<file path="config.mk">
export PLATFORM = sky130hd
export DESIGN_NAME = adder_tree_sign
export DESIGN_NICKNAME = d
export VERILOG_FILES = /design/src/rtl/adt_pkg.sv /design/src/rtl/adt_leaf_prep.sv /design/src/rtl/adt_add_level.sv /design/src/rtl/adt_valid_pipe.sv /design/src/rtl/adder_tree_sign.sv
export SDC_FILE = /design/constraint.sdc
export NUM_CORES = 1
export LEC_CHECK = 0
export CORE_MARGIN = 1.5
export CORE_UTILIZATION = 29
export DETAILED_ROUTE_END_ITERATION = 10
export PLACE_DENSITY = 0.59
export SYNTH_ARGS = -nofsm -noshare
export SYNTH_HDL_FRONTEND = slang
export SYNTH_SLANG_ARGS = --single-unit
</file>
<file path="constraint.sdc">
create_clock -name clk -period 2.65 [get_ports clk]
set_input_delay 0.6625 -clock clk [delete_from_list [all_inputs] [get_ports clk]]
set_output_delay 0.6625 -clock clk [all_outputs]
set_load 0.02 [all_outputs]
</file>
<file path="src/rtl/adt_pkg.sv">
`timescale 1ns/1ps
package adt_pkg;

  // Number of adder levels for n leaves; at least one level is always built.
  function automatic int tree_levels(input int n);
    int lv;
    lv = 0;
    while ((1 << lv) < n) lv++;
    if (lv == 0) lv = 1;
    return lv;
  endfunction

  // Leaf count of the balanced tree (power of two, at least 2).
  function automatic int tree_leaves(input int n);
    return 1 << tree_levels(n);
  endfunction

endpackage

</file>
<file path="src/rtl/adt_leaf_prep.sv">
`timescale 1ns/1ps
module adt_leaf_prep #(
  parameter int N_IN   = 8,
  parameter int IN_W   = 12,
  parameter int SUM_W  = 16,
  parameter int LEAVES = 8
) (
  input  logic [N_IN*IN_W-1:0]    lanes,
  output logic [LEAVES*SUM_W-1:0] leaves
);

  localparam int EXT_W = SUM_W - IN_W;

  // Widen one lane by replicating its sign bit.
  function automatic logic [SUM_W-1:0] widen(input logic [IN_W-1:0] x);
    return {{EXT_W{x[IN_W-1]}}, x};
  endfunction

  for (genvar i = 0; i < LEAVES; i++) begin : g_leaf
    if (i < N_IN) begin : g_real
      assign leaves[i*SUM_W +: SUM_W] = widen(lanes[i*IN_W +: IN_W]);
    end else begin : g_pad
      // Missing leaves of a non-power-of-two tree contribute nothing.
      assign leaves[i*SUM_W +: SUM_W] = '0;
    end
  end

endmodule

</file>
<file path="src/rtl/adt_add_level.sv">
`timescale 1ns/1ps
module adt_add_level #(
  parameter int PAIRS = 1,
  parameter int SUM_W = 16
) (
  input  logic                     clk,
  input  logic [2*PAIRS*SUM_W-1:0] in_bus,
  output logic [PAIRS*SUM_W-1:0]   out_bus
);

  // Modulo-2^SUM_W addition: the carry out is dropped on purpose.
  function automatic logic [SUM_W-1:0] add_wrap(input logic [SUM_W-1:0] a,
                                                input logic [SUM_W-1:0] b);
    return a + b;
  endfunction

  for (genvar p = 0; p < PAIRS; p++) begin : g_pair
    logic [SUM_W-1:0] lhs;
    logic [SUM_W-1:0] rhs;
    logic [SUM_W-1:0] sum_d;
    logic [SUM_W-1:0] sum_q;

    assign lhs   = in_bus[(2*p)*SUM_W   +: SUM_W];
    assign rhs   = in_bus[(2*p+1)*SUM_W +: SUM_W];
    assign sum_d = add_wrap(lhs, rhs);

    // Data register: no reset, the valid line qualifies it.
    always_ff @(posedge clk) begin
      sum_q <= sum_d;
    end

    assign out_bus[p*SUM_W +: SUM_W] = sum_q;
  end

endmodule

</file>
<file path="src/rtl/adt_valid_pipe.sv">
`timescale 1ns/1ps
module adt_valid_pipe #(
  parameter int DEPTH = 3
) (
  input  logic clk,
  input  logic rst,
  input  logic vin,
  output logic vout
);

  logic [DEPTH-1:0] stage_q;

  if (DEPTH == 1) begin : g_single
    always_ff @(posedge clk) begin
      if (rst) stage_q <= '0;
      else     stage_q <= vin;
    end
  end else begin : g_chain
    always_ff @(posedge clk) begin
      if (rst) stage_q <= '0;
      else     stage_q <= {stage_q[DEPTH-2:0], vin};
    end
  end

  assign vout = stage_q[DEPTH-1];

endmodule

</file>
<file path="src/rtl/adder_tree_sign.sv">
`timescale 1ns/1ps
module adder_tree_sign #(
  parameter int N_IN  = 8,
  parameter int IN_W  = 12,
  parameter int SUM_W = 16
) (
  input  logic                  clk,
  input  logic                  rst,
  input  logic                  in_valid,
  input  logic [N_IN*IN_W-1:0]  in_data,
  output logic                  out_valid,
  output logic                  out_nonneg
);

  import adt_pkg::*;

  localparam int LVLS   = tree_levels(N_IN);
  localparam int LEAVES = tree_leaves(N_IN);
  localparam int BUS_W  = LEAVES * SUM_W;

  // lvl_bus[l] holds the partial sums entering level l, zero above its width.
  logic [LVLS:0][BUS_W-1:0] lvl_bus;
  logic [SUM_W-1:0]         root_sum;
  logic                     root_msb;

  function automatic logic nonneg_of(input logic [SUM_W-1:0] s);
    return ~s[SUM_W-1];
  endfunction

  adt_leaf_prep #(
    .N_IN  (N_IN),
    .IN_W  (IN_W),
    .SUM_W (SUM_W),
    .LEAVES(LEAVES)
  ) u_prep (
    .lanes (in_data),
    .leaves(lvl_bus[0])
  );

  for (genvar l = 0; l < LVLS; l++) begin : g_lvl
    localparam int PAIRS = LEAVES >> (l + 1);
    logic [PAIRS*SUM_W-1:0] dout;

    adt_add_level #(
      .PAIRS(PAIRS),
      .SUM_W(SUM_W)
    ) u_lvl (
      .clk    (clk),
      .in_bus (lvl_bus[l][2*PAIRS*SUM_W-1:0]),
      .out_bus(dout)
    );

    assign lvl_bus[l+1] = {{(BUS_W - PAIRS*SUM_W){1'b0}}, dout};
  end

  adt_valid_pipe #(
    .DEPTH(LVLS)
  ) u_vpipe (
    .clk (clk),
    .rst (rst),
    .vin (in_valid),
    .vout(out_valid)
  );

  assign root_sum   = lvl_bus[LVLS][SUM_W-1:0];
  assign root_msb   = root_sum[SUM_W-1];
  assign out_nonneg = nonneg_of(root_sum);

endmodule

</file>
Yosys cells after proc, flatten, opt, wreduce, memory -nomap -nowiden:

Cells that the tools add are included.

* latch bits: 0
* RAM bits: 0
* register bits after elaboration: 115
* memories: 0
* memory bits (read-only): 0
* input bits: 99

* add/subtract/negate cells: 7
* equal/unequal tests: 0
* bitwise gates (word level): 1
* $mul: 0
* divide/modulo/power cells: 0
* shift operators: 0
* order comparisons: 0
* muxes and demuxes: 0
* reduce and logical (&&, ||, !) cells: 0

Operator list (count)
* $add A12 B12 Y13: 4
* $add A16 B16 Y16: 3
* $not A1 Y1: 1

Depth between registers and ports, before layout:

Gate-level depths: netlist (run 1).

* depth in word-level cells: 1
* mapped depth: 8

Hierarchy:

Synthesis (run 1) repeated with hierarchy kept, for this count alone.

* cells, all modules: 913
* area, all modules: 8306.7 um^2

Modules (own cells, without submodules)
* adt_add_level (g_lvl[0].u_lvl): seq. area each 1281.2 um^2, times used 1, area each 4176.5 um^2, cells an instance 455
* adt_add_level (g_lvl[1].u_lvl): seq. area each 640.6 um^2, times used 1, area each 1960.6 um^2, cells an instance 203
* adt_add_level (g_lvl[2].u_lvl): seq. area each 320.3 um^2, times used 1, area each 1126.1 um^2, cells an instance 120
* adt_leaf_prep: seq. area each 0.0 um^2, times used 1, area each 960.9 um^2, cells an instance 128
* adt_valid_pipe: seq. area each 60.1 um^2, times used 1, area each 78.8 um^2, cells an instance 6
* adder_tree_sign: seq. area each 0.0 um^2, times used 1, area each 3.8 um^2, cells an instance 1

Worst setup path before layout (run 1):

OpenSTA, ideal clock, no wires.

* path kind: input to register
* start: input port in_data[0]
* end: register g_lvl[0].u_lvl.g_pair[0].sum_q[10]
* setup time: 0.064 ns
* path slack: 0.279 ns
* stages: 7
* required time: 2.586 ns
* path buffers: 0
* data arrival time: 2.307 ns
* path through: ha_1 > fa_1 > a21o_1 > a41oi_2 > a31oi_2 > or4_1 > nand4_1

* cells in the longest elaborated chain, start to end: 1

Ends and longest elaborated chain
* start, declared: line adder_tree_sign.sv:10 `input logic [N_IN*IN_W-1:0] in_data,`
* $add A12 B12 Y13: line adt_add_level.sv:14 `return a + b;`
* named net g_lvl[0].u_lvl.g_pair[0].sum_d[10]: line adt_add_level.sv:20 `logic [SUM_W-1:0] sum_d;`
* end signal, assigned: line adt_add_level.sv:29 `sum_q <= sum_d;`
* end, declared: line adt_add_level.sv:21 `logic [SUM_W-1:0] sum_q;`

The timed path passes the listed nets, and every way through them passes these cells.
A chain may end at the register's enable or synchronous reset.

Final worst setup path (run 1):

Ends and elaborated chain as after synthesis.

==> results of run 1 <==
## flip-flops by register name, indices dropped and copies added (netlist names)
name and count:
u_vpipe.stage_q 3, g_lvl.u_lvl.g_pair.sum_q 84, g_lvl.u_lvl.out_bus 1
## cell families after synthesis
family / count (synthesis) / share of synthesized area
AOI/OAI and AO/OA: 178 / 0.2113
xor gates and xnor gates: 52 / 0.08193
adders and majority gates: 94 / 0.2197
buffers and inverters: 35 / 0.02386
DFF: 88 / 0.3169
muxes: 4 / 0.007877
and+or+nand+nor: 145 / 0.1384
## through the flow
stage	instances	util	instance area (um2)	setup slack, ps
floorplan	596	-	5559	279.0
global placement	940	0.3711	6964	-269.0
detailed placement	940	0.3711	6964	-272.1
CTS	956	0.3863	7249	89.13
global route	956	0.3871	7264	17.04
finish	956	0.3871	7264	105.6
## cells in the mapped netlist (2+ instances only)
cell type / count
nor2b_1: 11
fa_1: 6
ha_1: 88
nand4_1: 7
dfxtp_1: 88
nor3b_1: 3
nand3_1: 12
clkbuf_1: 7
nor3_1: 19
a311oi_1: 2
o311ai_1: 2
nand2_1: 19
o21ai_1: 2
and3_1: 9
xnor2_1: 36
buf_1: 2
xor2_1: 16
a31o_2: 4
a211oi_2: 2
or3_1: 8
mux2_2: 3
and4_1: 2
nor4_1: 3
o21bai_1: 6
a21oi_1: 56
o2111ai_1: 2
o31ai_1: 5
a2bb2oi_1: 2
a211oi_1: 3
inv_1: 25
a31oi_2: 2
o21ai_0: 32
o211ai_1: 8
o311ai_0: 3
o22ai_1: 4
nor2_1: 28
nand3b_1: 5
a2111oi_0: 3
nand2b_1: 17
a21o_1: 15
a31oi_1: 8
o21a_1: 3
a211o_1: 5
## power by group through the flow
stage | registers, mW | clock network (mW) | logic (mW)
6_report | 1.89 | 1.21 | 2.31
5_1_grt | 1.94 | 1.32 | 2.64
4_1_cts | 1.90 | 1.26 | 2.31
3_5_place_dp | 1.93 | 0 | 2.30
3_3_place_gp | 1.93 | 0 | 2.27
2_1_floorplan | 1.88 | 0 | 1.73
## layout make-up
cell class,instances,area (um2)
fill,1915,11500
inverter,25,93.84
clock inverter,3,15.01
tap,234,292.8
sequential,88,1762
timing repair buffer,120,1151
multi-input combinational,473,3680
clock buffer,13,270.3
## critical path, stage by stage
cell and delay, ps:
clkdlybuf4s50_1 400, ha_1 220, fa_1 420, a21o_1 230, a41oi_2 230, a31oi_4 160, or4_1 410, nand4_1 90
## final timing paths
path	start	endpoint	slack, ps	depth (start not counted)
setup / recovery	in_data[0]	g_lvl[0].u_lvl.g_pair[0].sum_q[10]	110	8
setup reg to reg	g_lvl[0].u_lvl.g_pair[0].sum_q[0]	g_lvl[1].u_lvl.g_pair[0].sum_q[8]	370	7
hold / removal	u_vpipe.stage_q[1]	u_vpipe.stage_q[2]	440	1
hold reg to reg	u_vpipe.stage_q[1]	u_vpipe.stage_q[2]	440	1
## routing by layer
layer,GRT usage,wire [um],vias up
met5,0,0,-
met4,0.03093,99,0
met3,0.03611,391,8
li1,-,-,2452
met1,0.1588,5689,2062
met2,0.1930,5493,52
## repair_timing
item	4_1_cts	5_1_grt
buffers inserted	0	0
endpoints found under the setup margin	0	3
gates resized for setup	0	2
==> impl_metrics.ini, run 1 <==
[critical_path]
cp.arrival_ps = 2830
cp-start-kind = input port
critPathKind = input port to flop
crit_required_ps = 2930
crit_fanout = 4
end_kind = flop

[synth]
yosysTopAreaCellShare = 0.3169
synth_top_cells_by_area = dfxtp_1 (32%), ha_1 (20%), xnor2_1 (5.7%), a21oi_1 (5.0%), o21ai_0 (2.9%)
async_flop_share = 0
syn_inst = 596
yosysWarningCount = 0
synth_seq_cells = 88
synth_nets = 789
synth_edf_count = 0
yosysUniqueCellTypes = 56
synth_area_um2 = 5559
synth_ff_type = dfxtp_1
seq_area_frac_synth = 0.3169
yosysTopAreaCell = dfxtp_1
synth.avg_cell_area_um2 = 9.327

[clock_network]
root_buffer = clkbuf_16
clk-insertion-delay-late_ps = 340
clk_path_buf_depth = 2
h-tree-depth = 3
cts_tree = done
cts.hold.buffers_added = 0
cts_buffers = 9
clkTransAtPathRegs_ps = 60
clock_sinks = 88

[run_status]
status = completed

[floorplan]
die_w_um = 141.5
placeableCoreArea_um2 = 18770
rows = 50
die-area_um2 = 20010
die-height_um = 141.5
ioPinCount = 101
start_util = 0.2962

[routing]
drtIter0Drc = 162
antenna_left = 0
wirelength_mm = 11.67
vias = 4574
drt_first_pass_iters = 4
wire_per_inst_um = 12.21
via_per_inst = 4.785
drcViolationCount = 0

[sta]
maxClockFrequency_ghz = 0.3930
finalSetupTns_ps = 0
finalSetupViolations = 0
fin_skew_ps = 5.347
timing.final.crit_period_ps = 2544
hold_slack_ps = 438.8
rsz0062_at_grt = no
hold_violations = 0
slew_headroom = 0.5918
worst_pin_slew_ps = 596.9
post-route-period-util = 0.9602
slew_violations = 0

[grt]
grt_pass1_wl_mm = 19.38
grt_antenna_before_repair = 0
overflow = 0
grt_pass1_vias = 4320
grt_max_degree = 14
grt_use_total = 0.1206

[pwr]
p_sw_mw = 1.806
p_comb_frac = 0.427
seq_power_share = 0.350
p_leak_nw = 3.084
clockPowerShare = 0.223
p_total_mw = 5.402
peakVddDrop_mv = 0.4598
power.density_nw_per_um2 = 743.6
intPower_mw = 3.596
power_switching_share = 0.3343

[cells_and_area]
nNetsFinal = 910
layout-drive-gt1-share = 0.06925
area_growth_pct = 30.68
num_antenna_cells = 0
final_common_cell = clkdlybuf4s50_1
final_cell_mix = clkdlybuf4s50_1 (100), ha_1 (88), dfxtp_1 (88)

[placed_design]
io_buffer_count = 100
routabilityCongestion = 0.7918
hpwl_mm = 9.503

[flow_run]
drv_cap = 0

[worst_hold_path]
hold_path.class = flop to flop
(Power assumes the default switching activity.)
==> run 2: changes to the inputs <==
--- a/config.mk
+++ b/config.mk
@@ -8,7 +8,6 @@
 export CORE_MARGIN = 1.5
 export CORE_UTILIZATION = 29
 export DETAILED_ROUTE_END_ITERATION = 10
-export PLACE_DENSITY = 0.59
 export SYNTH_ARGS = -nofsm -noshare
 export SYNTH_HDL_FRONTEND = slang
 export SYNTH_SLANG_ARGS = --single-unit
==> constraint.sdc (replaced) <==
create_clock -name clk -period 3.2 [get_ports clk]
set_input_delay 0.8 -clock clk [delete_from_list [all_inputs] [get_ports clk]]
set_output_delay 0.8 -clock clk [all_outputs]
set_load 0.02 [all_outputs]
==> run 2 against run 1 <==
Hold slack got worse by 1.9 ps. Sequential share of layout area rose by 0.57 points. Clock skew barely moved. Cell area fell by 2.3%. Wire length fell by 2.1%. Non-clock buffer count fell by 19. Global-route usage fell by 0.41 points. First-iteration DRC count rose by 17%. Combinational power fell by 19%. Critical path type unchanged. Critical endpoint unchanged.
==> impl_metrics.ini, run 2 (synthesized netlist as in run 1, its figures left out) <==
[run_status]
status = completed

[sta]
slew_violations = 0
maxClockFrequency_ghz = 0.3616
finalSetupTns_ps = 0
fin_skew_ps = 5.240
finalSetupViolations = 0
post-route-period-util = 0.8642
timing.final.crit_period_ps = 2766
slew_headroom = 0.5864
worst_pin_slew_ps = 604.7
hold_violations = 0
rsz0062_at_grt = no

[clock_network]
cts_buffers = 9
clk-insertion-delay-late_ps = 340
cts_tree = done
root_buffer = clkbuf_16
clk_path_buf_depth = 2
h-tree-depth = 3
cts.hold.buffers_added = 0
cts_setup_buffers = 0
cts_resized = 0
clkTransAtPathRegs_ps = 60
clock_sinks = 88

[pwr]
power.density_nw_per_um2 = 625.1
power_switching_share = 0.3282
seq_power_share = 0.352
p_total_mw = 4.437
clockPowerShare = 0.226
peakVddDrop_mv = 0.2937
intPower_mw = 2.981
p_sw_mw = 1.456
p_comb_frac = 0.422
p_leak_nw = 2.976

[critical_path]
crit_required_ps = 3480
crit_fanout = 4
cp-start-kind = input port
rrSetupSlack_ps = 990
critPathKind = input port to flop
cp.arrival_ps = 3040
end_kind = flop

[floorplan]
ioPinCount = 101
die_w_um = 141.5
die-height_um = 141.5
placeableCoreArea_um2 = 18770
rows = 50
start_util = 0.2962
die-area_um2 = 20010

[cells_and_area]
largest_reg_flops = 84
regMostFlops = g_lvl.u_lvl.g_pair.sum_q
nFillCells = 1914
num_antenna_cells = 0
nNetsFinal = 891
final_common_cell = clkdlybuf4s50_1
layout-drive-gt1-share = 0.03714
area_growth_pct = 27.68
final_cell_mix = clkdlybuf4s50_1 (100), ha_1 (88), dfxtp_1 (88)

[routing]
wirelength_mm = 11.43
wire_per_inst_um = 12.23
drt_first_pass_iters = 4
via_per_inst = 4.885
drtIter0Drc = 190
antenna_left = 0
vias = 4563
drcViolationCount = 0

[grt]
grt_use_total = 0.1165
overflow = 0
grt_max_degree = 13
grt_antenna_before_repair = 0
grt_pass1_wl_mm = 19.01
grt_pass1_vias = 4299

[worst_hold_path]
hold_path.class = flop to flop

[flow_run]
drv_cap = 0

[placed_design]
io_buffer_count = 100
hpwl_mm = 9.377
routabilityCongestion = 0.7947
run 2: cell types whose count changed in the layout (fill, tap and decap cells not counted), sizes merged:
cell	previous run	this run
buf	20	1
clkinv	3	0
bufinv	0	1
clkbuf	13	12
run 2: final timing paths:
path / startpoint / depth (start not counted) / endpoint
setup reg to reg: g_lvl[0].u_lvl.g_pair[0].sum_q[0] / 7 / g_lvl[1].u_lvl.g_pair[0].sum_q[8]
hold reg to reg: u_vpipe.stage_q[0] / 1 / u_vpipe.stage_q[1]
setup / recovery: in_data[0] / 8 / g_lvl[0].u_lvl.g_pair[0].sum_q[10]
hold / removal: u_vpipe.stage_q[0] / 1 / u_vpipe.stage_q[1]
run 2: power groups by stage:
stage	clock network, mW	logic [mW]	registers (mW)
global placement	0	1.85	1.59
global route	1.08	2.15	1.60
finish	1.00	1.87	1.56
floorplan	0	1.43	1.55
detailed placement	0	1.87	1.60
CTS	1.05	1.89	1.57
run 2: layout make-up:
| cell class | count | area [um2] | share of cell area |
|---|---|---|---|
| Timing Repair Buffer | 101 | 1008 | 0.1421 |
| Clock inverter | 1 | 30.03 | 0.004231 |
| Tap cell | 234 | 292.8 | 0.04125 |
| Inverter | 25 | 93.84 | 0.01322 |
| Sequential cell | 88 | 1762 | 0.2482 |
| Clock buffer | 12 | 246.5 | 0.03473 |
| Multi-Input combinational cell | 473 | 3665 | 0.5163 |
run 2: routing by layer:
layer  global-route usage  share of wire  wire length [um]  up-vias
met4              0.02604         0.0081                93        0
met5                    0              0                 0        -
met2               0.1945           0.48              5433       61
li1                     -              -                 -     2413
met3              0.03307          0.039               446        8
met1               0.1495           0.48              5451     2081
run 2: per-stage QoR:
stage	util	worst slack, ps	area (um2)	hold slack, ps	std cells
after floorplan	-	691.5	5559	413.8	596
after global placement	0.3635	110.2	6822	420.8	921
after detailed placement	0.3635	92.46	6822	426.4	921
after CTS	0.3782	444.0	7098	441.8	934
after global routing	0.3782	313.7	7098	460.6	934
final	0.3782	434.5	7098	436.9	934
run 2: critical path, cell delays in order:
cell,delay [ps]
clkdlybuf4s50_1,400
ha_1,240
fa_1,420
a21o_1,240
a41oi_2,250
a31oi_2,180
or4_1,420
nand4_1,90
